[config.mk]
export PLATFORM = sky130hd
export DESIGN_NAME = swlink_sync
export DESIGN_NICKNAME = d
export VERILOG_FILES = /design/src/rtl/swlink_pkg.sv /design/src/rtl/swlink_runlen.sv /design/src/rtl/swlink_hdrchk.sv /design/src/rtl/swlink_datachk.sv /design/src/rtl/swlink_sync.sv
export SDC_FILE = /design/constraint.sdc
export NUM_CORES = 1
export LEC_CHECK = 0
export BUFFER_PORTS_ARGS = -buffer_cell sky130_fd_sc_hd__buf_2
export CORE_MARGIN = 2
export CORE_UTILIZATION = 50
export DETAILED_ROUTE_END_ITERATION = 6
export HOLD_SLACK_MARGIN = 0.15
export PLACE_DENSITY = 0.64
export SETUP_SLACK_MARGIN = 0.1
export SLEW_MARGIN = 20
export SYNTH_ARGS = -nofsm -noshare
export SYNTH_HDL_FRONTEND = slang
export SYNTH_HIERARCHICAL = 1
export SYNTH_SLANG_ARGS = --single-unit
export TNS_END_PERCENT = 50
[constraint.sdc]
create_clock -name clk -period 6.9 [get_ports clk]
set_input_delay 0.69 -clock clk [delete_from_list [all_inputs] [get_ports clk]]
set_output_delay 0.69 -clock clk [all_outputs]
set_load 0.1 [all_outputs]
[src/rtl/swlink_pkg.sv]
package swlink_pkg;

  typedef enum logic [1:0] {
    LS_IDLE = 2'd0,
    LS_HDR  = 2'd1,
    LS_DATA = 2'd2,
    LS_LOCK = 2'd3
  } link_st_e;

  typedef struct packed {
    logic       sel;
    logic       rnw;
    logic [1:0] addr;
  } hdr_fields_t;

  localparam int HDR_BITS = 8;

endpackage

[src/rtl/swlink_runlen.sv]
module swlink_runlen #(
  parameter int RST_LEN = 50
) (
  input  logic clk,
  input  logic rst_n,
  input  logic line_in,
  output logic rst_det
);
  localparam int CW = $clog2(RST_LEN + 1);

  logic [CW-1:0] cnt_q, cnt_d;
  logic          full;

  assign full    = (cnt_q == CW'(RST_LEN));
  assign rst_det = !line_in && full;

  always_comb begin
    cnt_d = cnt_q;
    if (!line_in)  cnt_d = '0;
    else if (!full) cnt_d = cnt_q + 1'b1;
  end

  always_ff @(posedge clk or negedge rst_n) begin
    if (!rst_n) cnt_q <= '0;
    else        cnt_q <= cnt_d;
  end

  assert_run_sat_R3: assert property (@(posedge clk) disable iff (!rst_n)
    cnt_q <= CW'(RST_LEN));

  assert_low_clears_R3: assert property (@(posedge clk) disable iff (!rst_n)
    !line_in |=> cnt_q == '0);

endmodule

[src/rtl/swlink_hdrchk.sv]
module swlink_hdrchk
  import swlink_pkg::*;
(
  input  logic [HDR_BITS-1:0] hvec,
  output logic                frame_ok,
  output logic                is_id_read,
  output hdr_fields_t         fields
);
  logic par_ok;

  assign par_ok      = (hvec[5] == ^hvec[4:1]);
  assign frame_ok    = hvec[0] && par_ok && !hvec[6] && hvec[7];
  assign fields.sel  = hvec[1];
  assign fields.rnw  = hvec[2];
  assign fields.addr = hvec[4:3];
  assign is_id_read  = !hvec[1] && hvec[2] && (hvec[4:3] == 2'b00);

endmodule

[src/rtl/swlink_datachk.sv]
module swlink_datachk #(
  parameter int DATA_BITS = 32
) (
  input  logic clk,
  input  logic rst_n,
  input  logic clr,
  input  logic en,
  input  logic line_in,
  output logic last,
  output logic bad
);
  localparam int DW = $clog2(DATA_BITS + 1);

  logic [DW-1:0] cnt_q, cnt_d;
  logic          acc_q, acc_d;

  assign last = (cnt_q == DW'(DATA_BITS));
  assign bad  = last && (line_in != acc_q);

  always_comb begin
    cnt_d = cnt_q;
    acc_d = acc_q;
    if (clr) begin
      cnt_d = '0;
      acc_d = 1'b0;
    end else if (en && !last) begin
      cnt_d = cnt_q + 1'b1;
      acc_d = acc_q ^ line_in;
    end
  end

  always_ff @(posedge clk or negedge rst_n) begin
    if (!rst_n) begin
      cnt_q <= '0;
      acc_q <= 1'b0;
    end else if (clr || en) begin
      cnt_q <= cnt_d;
      acc_q <= acc_d;
    end
  end

  assert_cnt_range_R6: assert property (@(posedge clk) disable iff (!rst_n)
    cnt_q <= DW'(DATA_BITS));

endmodule

[src/rtl/swlink_sync.sv]
module swlink_sync
  import swlink_pkg::*;
#(
  parameter int RST_LEN   = 50,
  parameter int DATA_BITS = 32,
  parameter int LOCK_BADS = 2
) (
  input  logic       clk,
  input  logic       rst_n,
  input  logic       line_in,
  output logic       drive_en,
  output logic       hdr_strobe,
  output logic       hdr_sel,
  output logic       hdr_rnw,
  output logic [1:0] hdr_addr,
  output logic       reset_seen,
  output logic       locked
);
  localparam int IW = $clog2(HDR_BITS);
  localparam int BW = $clog2(LOCK_BADS + 1);

  link_st_e           st_q, st_d;
  logic               linked_q, linked_d;
  logic [BW-1:0]      bad_q, bad_d;
  logic [IW-1:0]      hidx_q, hidx_d;
  logic [HDR_BITS-1:0] hsh_q, hvec;
  logic               hsh_en;
  hdr_fields_t        fld_q, fld_d, fld_now;
  logic               strobe_q, strobe_d;
  logic               rseen_q, rseen_d;
  logic               rst_det, frame_ok, is_id, dclr, den, dlast, dbad;

  assign hvec = {line_in, hsh_q[HDR_BITS-1:1]};

  swlink_runlen #(.RST_LEN(RST_LEN)) u_run (
    .clk(clk), .rst_n(rst_n), .line_in(line_in), .rst_det(rst_det)
  );

  swlink_hdrchk u_hdr (
    .hvec(hvec), .frame_ok(frame_ok), .is_id_read(is_id), .fields(fld_now)
  );

  swlink_datachk #(.DATA_BITS(DATA_BITS)) u_dat (
    .clk(clk), .rst_n(rst_n), .clr(dclr), .en(den), .line_in(line_in),
    .last(dlast), .bad(dbad)
  );

  always_comb begin
    st_d     = st_q;
    linked_d = linked_q;
    bad_d    = bad_q;
    hidx_d   = hidx_q;
    hsh_en   = 1'b0;
    fld_d    = fld_q;
    strobe_d = 1'b0;
    rseen_d  = 1'b0;
    dclr     = 1'b0;
    den      = 1'b0;
    if (rst_det) begin
      st_d     = LS_IDLE;
      linked_d = 1'b0;
      bad_d    = '0;
      rseen_d  = 1'b1;
    end else begin
      case (st_q)
        LS_IDLE: begin
          if (line_in) begin
            hsh_en = 1'b1;
            hidx_d = IW'(1);
            st_d   = LS_HDR;
          end
        end
        LS_HDR: begin
          hsh_en = 1'b1;
          if (hidx_q == IW'(HDR_BITS - 1)) begin
            st_d = LS_IDLE;
            if (!frame_ok) begin
              linked_d = 1'b0;
            end else if (linked_q || is_id) begin
              strobe_d = 1'b1;
              fld_d    = fld_now;
              linked_d = 1'b1;
              if (!fld_now.rnw) begin
                st_d = LS_DATA;
                dclr = 1'b1;
              end
            end
          end else begin
            hidx_d = hidx_q + 1'b1;
          end
        end
        LS_DATA: begin
          den = 1'b1;
          if (dlast) begin
            st_d = LS_IDLE;
            if (dbad) begin
              bad_d = bad_q + 1'b1;
              if (bad_q == BW'(LOCK_BADS - 1)) begin
                st_d     = LS_LOCK;
                linked_d = 1'b0;
              end
            end else begin
              bad_d = '0;
            end
          end
        end
        default: ;
      endcase
    end
  end

  always_ff @(posedge clk or negedge rst_n) begin
    if (!rst_n) begin
      st_q     <= LS_IDLE;
      linked_q <= 1'b0;
      bad_q    <= '0;
      hidx_q   <= '0;
      hsh_q    <= '0;
      fld_q    <= '0;
      strobe_q <= 1'b0;
      rseen_q  <= 1'b0;
    end else begin
      st_q     <= st_d;
      linked_q <= linked_d;
      bad_q    <= bad_d;
      hidx_q   <= hidx_d;
      strobe_q <= strobe_d;
      rseen_q  <= rseen_d;
      fld_q    <= fld_d;
      if (hsh_en) hsh_q <= hvec;
    end
  end

  assign drive_en   = linked_q;
  assign hdr_strobe = strobe_q;
  assign hdr_sel    = fld_q.sel;
  assign hdr_rnw    = fld_q.rnw;
  assign hdr_addr   = fld_q.addr;
  assign reset_seen = rseen_q;
  assign locked     = (st_q == LS_LOCK);

  assert_strobe_pulse_R1: assert property (@(posedge clk) disable iff (!rst_n)
    hdr_strobe |=> !hdr_strobe);

  assert_reset_drops_R3: assert property (@(posedge clk) disable iff (!rst_n)
    reset_seen |-> !drive_en && !locked);

  assert_unlinked_id_only_R4: assert property (@(posedge clk) disable iff (!rst_n)
    hdr_strobe && !$past(drive_en) |-> !hdr_sel && hdr_rnw && hdr_addr == 2'b00);

  assert_strobe_links_R5: assert property (@(posedge clk) disable iff (!rst_n)
    hdr_strobe |-> drive_en);

  assert_lock_noen_R7: assert property (@(posedge clk) disable iff (!rst_n)
    locked |-> !drive_en && !hdr_strobe);

  assert_lock_exit_R8: assert property (@(posedge clk) disable iff (!rst_n)
    $fell(locked) |-> reset_seen);

endmodule

==> impl_metrics.env <==
export IMPL_status="completed"
export IMPL_h_tree_depth=2
export IMPL_clockRootBuffer="clkbuf_8"
export IMPL_synth_nets=204
export IMPL_rows=23
export IMPL_yosys_register_bits=34
export IMPL_diodes=0
export IMPL_fmax_mhz=350
export IMPL_r2r_end="u_dat/cnt_q[0]"
export IMPL_critPathBufInv=1
export IMPL_worst_pin_slew_ns=0.777
export IMPL_synthMuxAreaShare_pct=7.09
export IMPL_layout_min_cycle_time_ns=2.85
export IMPL_yosys_area_share_simple_pct=22.4
export IMPL_synth_yosys_seq_area_share_pct=41.6
export IMPL_portBuffers=10
export IMPL_grt_pass1_wl_um=6470
export IMPL_required_ns=7.06
export IMPL_skew_ns=0.00618
export IMPL_drive_above_1_share_pct=22.1
export IMPL_cts_buffer_depth=2
export IMPL_drc_errors=0
export IMPL_yosysWarnings=6
export IMPL_worstSetupStartpointType="flip-flop"
export IMPL_cap_violations=0
export IMPL_dieArea_um2=4620
export IMPL_leakage_nw=1.01
export IMPL_cts_setup_buffers=0
export IMPL_grt_use_met3_pct=4.44
export IMPL_finalMaxSlewViolations=0
export IMPL_area_growth_syn_to_layout_pct=7.71
export IMPL_place_area_um2=2110
export IMPL_yosys_most_used_dff="dfrtp_1"
export IMPL_multiInputGateArea_um2=1090
export IMPL_ios=11
export IMPL_clk_latency_ns=0.28
export IMPL_wl_um=3680
export IMPL_antenna_found_initial=0
export IMPL_seqCellArea_um2=851
export IMPL_synth_top_family_by_area="simple AND/OR/NAND/NOR gates"
export IMPL_irDropWorstVdd_mv=0.220
export IMPL_synth_compound_area_share_pct=12.3
export IMPL_synth_xor_area_share_pct=3.24
export IMPL_worst_path_max_delay_cell="or4_1"
export IMPL_ctsHoldBuffers=0
export IMPL_syn_area_um2=2050
export IMPL_cts_tree="yes"
export IMPL_chipWidth_um=68.0
export IMPL_initial_core_util_pct=51.5
export IMPL_nets=214
export IMPL_endpoint_kind="flip-flop"
export IMPL_synth_edff_count=0
export IMPL_met2_usage_pct=29.6
export IMPL_pwr_share_clk_pct=20.0
export IMPL_worstSetupPathType="flip-flop to flip-flop"
export IMPL_r2r_cells=9
export IMPL_path_clk_slew_ns=0.07
export IMPL_switching_share_pct=37.7
export IMPL_cpLargestDelayFamily="simple AND/OR/NAND/NOR gates"
export IMPL_synthAdderAreaFrac_pct=7.95
export IMPL_vias=1457
export IMPL_hold_class="primary input to asynchronous set/reset pin"
export IMPL_yosysMostFrequentCell="dfrtp_1"
export IMPL_p_int_w=0.000470
export IMPL_synth_top_area_share_pct=41.6
export IMPL_grt_max_degree=35
export IMPL_dr_pass1_iters=4
export IMPL_hold_violations=0
export IMPL_busiest_layer="met2"
export IMPL_worst_slack_ns=4.05
export IMPL_async_flop_share_pct=100
export IMPL_cts_made_buffers=5
export IMPL_wire_per_inst_um=14.8
export IMPL_hold_ws_ns=0.481
export IMPL_min_period_over_period_pct=41.4
export IMPL_ys_top_cells_by_count="dfrtp_1, nand2_1, ha_1"
export IMPL_slowest_delay_ns=0.51
export IMPL_drtIter0Drc=162
export IMPL_viasPerCell=5.85
export IMPL_r2r_start="hsh_q[3]"
export IMPL_r2r_slack_ns=4.05
export IMPL_pre_cts_ws_ns=4.05
export IMPL_synth_cell_types=59
export IMPL_pwr_share_seq_pct=38.3
export IMPL_critical_path_max_fanout=14
export IMPL_dp_hpwl_um=2630
export IMPL_coreArea_um2=3970
export IMPL_power_density_nw_per_um2=342
export IMPL_cts_repair_resize_count=0
export IMPL_clock_sinks=34
export IMPL_p_comb_share_pct=41.7
export IMPL_grt_use_total_pct=18.7
export IMPL_gp_congestion=0.801
export IMPL_gr_usage_met1_pct=25.2
export IMPL_max_slew_margin_pct=48.2
export IMPL_synth_cells=188
export IMPL_syn_area_per_cell_um2=10.9
export IMPL_yosysTopAreaCell="dfrtp_1"
export IMPL_tns_ns=0
export IMPL_rsz0062_at_grt="no"
export IMPL_die_y_um=68.0
export IMPL_p_sw_w=0.000284
export IMPL_grt_pass1_vias=1413
export IMPL_fin_area_um2=2200
export IMPL_setup_violations_final=0
export IMPL_nFillCells=369
export IMPL_crit_chain="ha_1, xnor3_1, nor3_2, o21ai_1, nor4_1, buf_4, nor2_1, and3b_1, or4_1"
export IMPL_ant_nets=0
export IMPL_yosys_top_cells_area="dfrtp_1, ha_1, mux2_2"
export IMPL_critPathArrivalTime_ns=3.01
export IMPL_gr_total_overflow=0
stage by stage:
stage | power [W] | utilization (%) | cells
after floorplan | 0.000568 | - | 188
after global placement | 0.000592 | 53.2 | 241
after detailed placement | 0.000608 | 53.2 | 241
after CTS | 0.000760 | 55.5 | 249
after global routing | 0.000807 | 55.5 | 249
final | 0.000754 | 55.5 | 249
cell type report:
type | instances | share of cell area [%]
Clock inverter | 1 | 0.227
Clock buffer | 7 | 3.92
Inverter | 12 | 2.04
Multi-Input combinational cell | 133 | 49.4
Tap cell | 50 | 2.84
Timing Repair Buffer | 12 | 2.95
Sequential cell | 34 | 38.6
cells by family (layout without fill, tap and decap cells):
family | Yosys count | count (layout)
compound gates | 31 | 31
fa+ha+maj | 13 | 13
xor+xnor | 6 | 6
buf+inv | 21 | 32
flops | 34 | 34
mux | 13 | 13
simple gates | 70 | 70
power by group through the flow:
stage	Combinational (W)	Sequential [W]	Clock, W
after floorplan	0.000249	0.000319	0
after global placement	0.000301	0.000290	0
after detailed placement	0.000315	0.000293	0
after CTS	0.000316	0.000289	0.000155
after global routing	0.000346	0.000297	0.000164
final	0.000314	0.000289	0.000151
cell usage in the layout (no fill, tap or decap), types with 3 or more instances in the layout:
master	instances
a21oi_1	5
nor2b_1	3
xor2_1	3
nand3_1	5
or2b_1	4
clkbuf_8	6
o21ai_0	6
and3_1	3
mux2_2	12
nand4b_1	5
inv_1	12
dfrtp_1	34
buf_2	10
ha_1	13
and2_1	4
nor2_1	5
nand4_1	3
nand2_1	14
worst max-delay path by stage:
stage                     slack, ns      from              to  cells past startpoint
final                          4.05  hsh_q[3]  u_dat/cnt_q[0]                      9
after global routing           3.90  hsh_q[2]  u_dat/cnt_q[0]                     10
after CTS                      4.04  hsh_q[3]  u_dat/cnt_q[0]                      9
after detailed placement       4.05  hsh_q[3]  u_dat/cnt_q[0]                      9
after global placement         4.11  hsh_q[3]  u_dat/cnt_q[0]                      9
after floorplan                4.16  hsh_q[2]  u_dat/cnt_q[0]                      9
worst reg2reg max path: stages, from the launching register on:
cell	delay (ns)
dfrtp_1	0.43
ha_1	0.29
xnor3_1	0.38
nor3_2	0.21
o21ai_1	0.17
nor4_1	0.28
buf_4	0.24
nor2_1	0.07
and3b_1	0.15
or4_1	0.51
flip-flops by register name, summed over array words and instances (netlist names):
| signal | count |
|---|---|
| u_dat/cnt_q | 6 |
| hdr_rnw | 1 |
| hdr_strobe | 1 |
| hdr_addr | 2 |
| st_q | 2 |
| reset_seen | 1 |
| hdr_sel | 1 |
| drive_en | 1 |
| u_run/cnt_q | 6 |
| bad_q | 2 |
| u_dat/acc_q | 1 |
| hidx_q | 3 |
| hsh_q | 7 |
layer usage:
metal	wire length (um)	up-vias
li1	-	698
met1	1690	726
met2	1770	28
met3	165	5
met4	54	0
met5	0	-
Note: power is estimated with default switching activity, not from simulation.
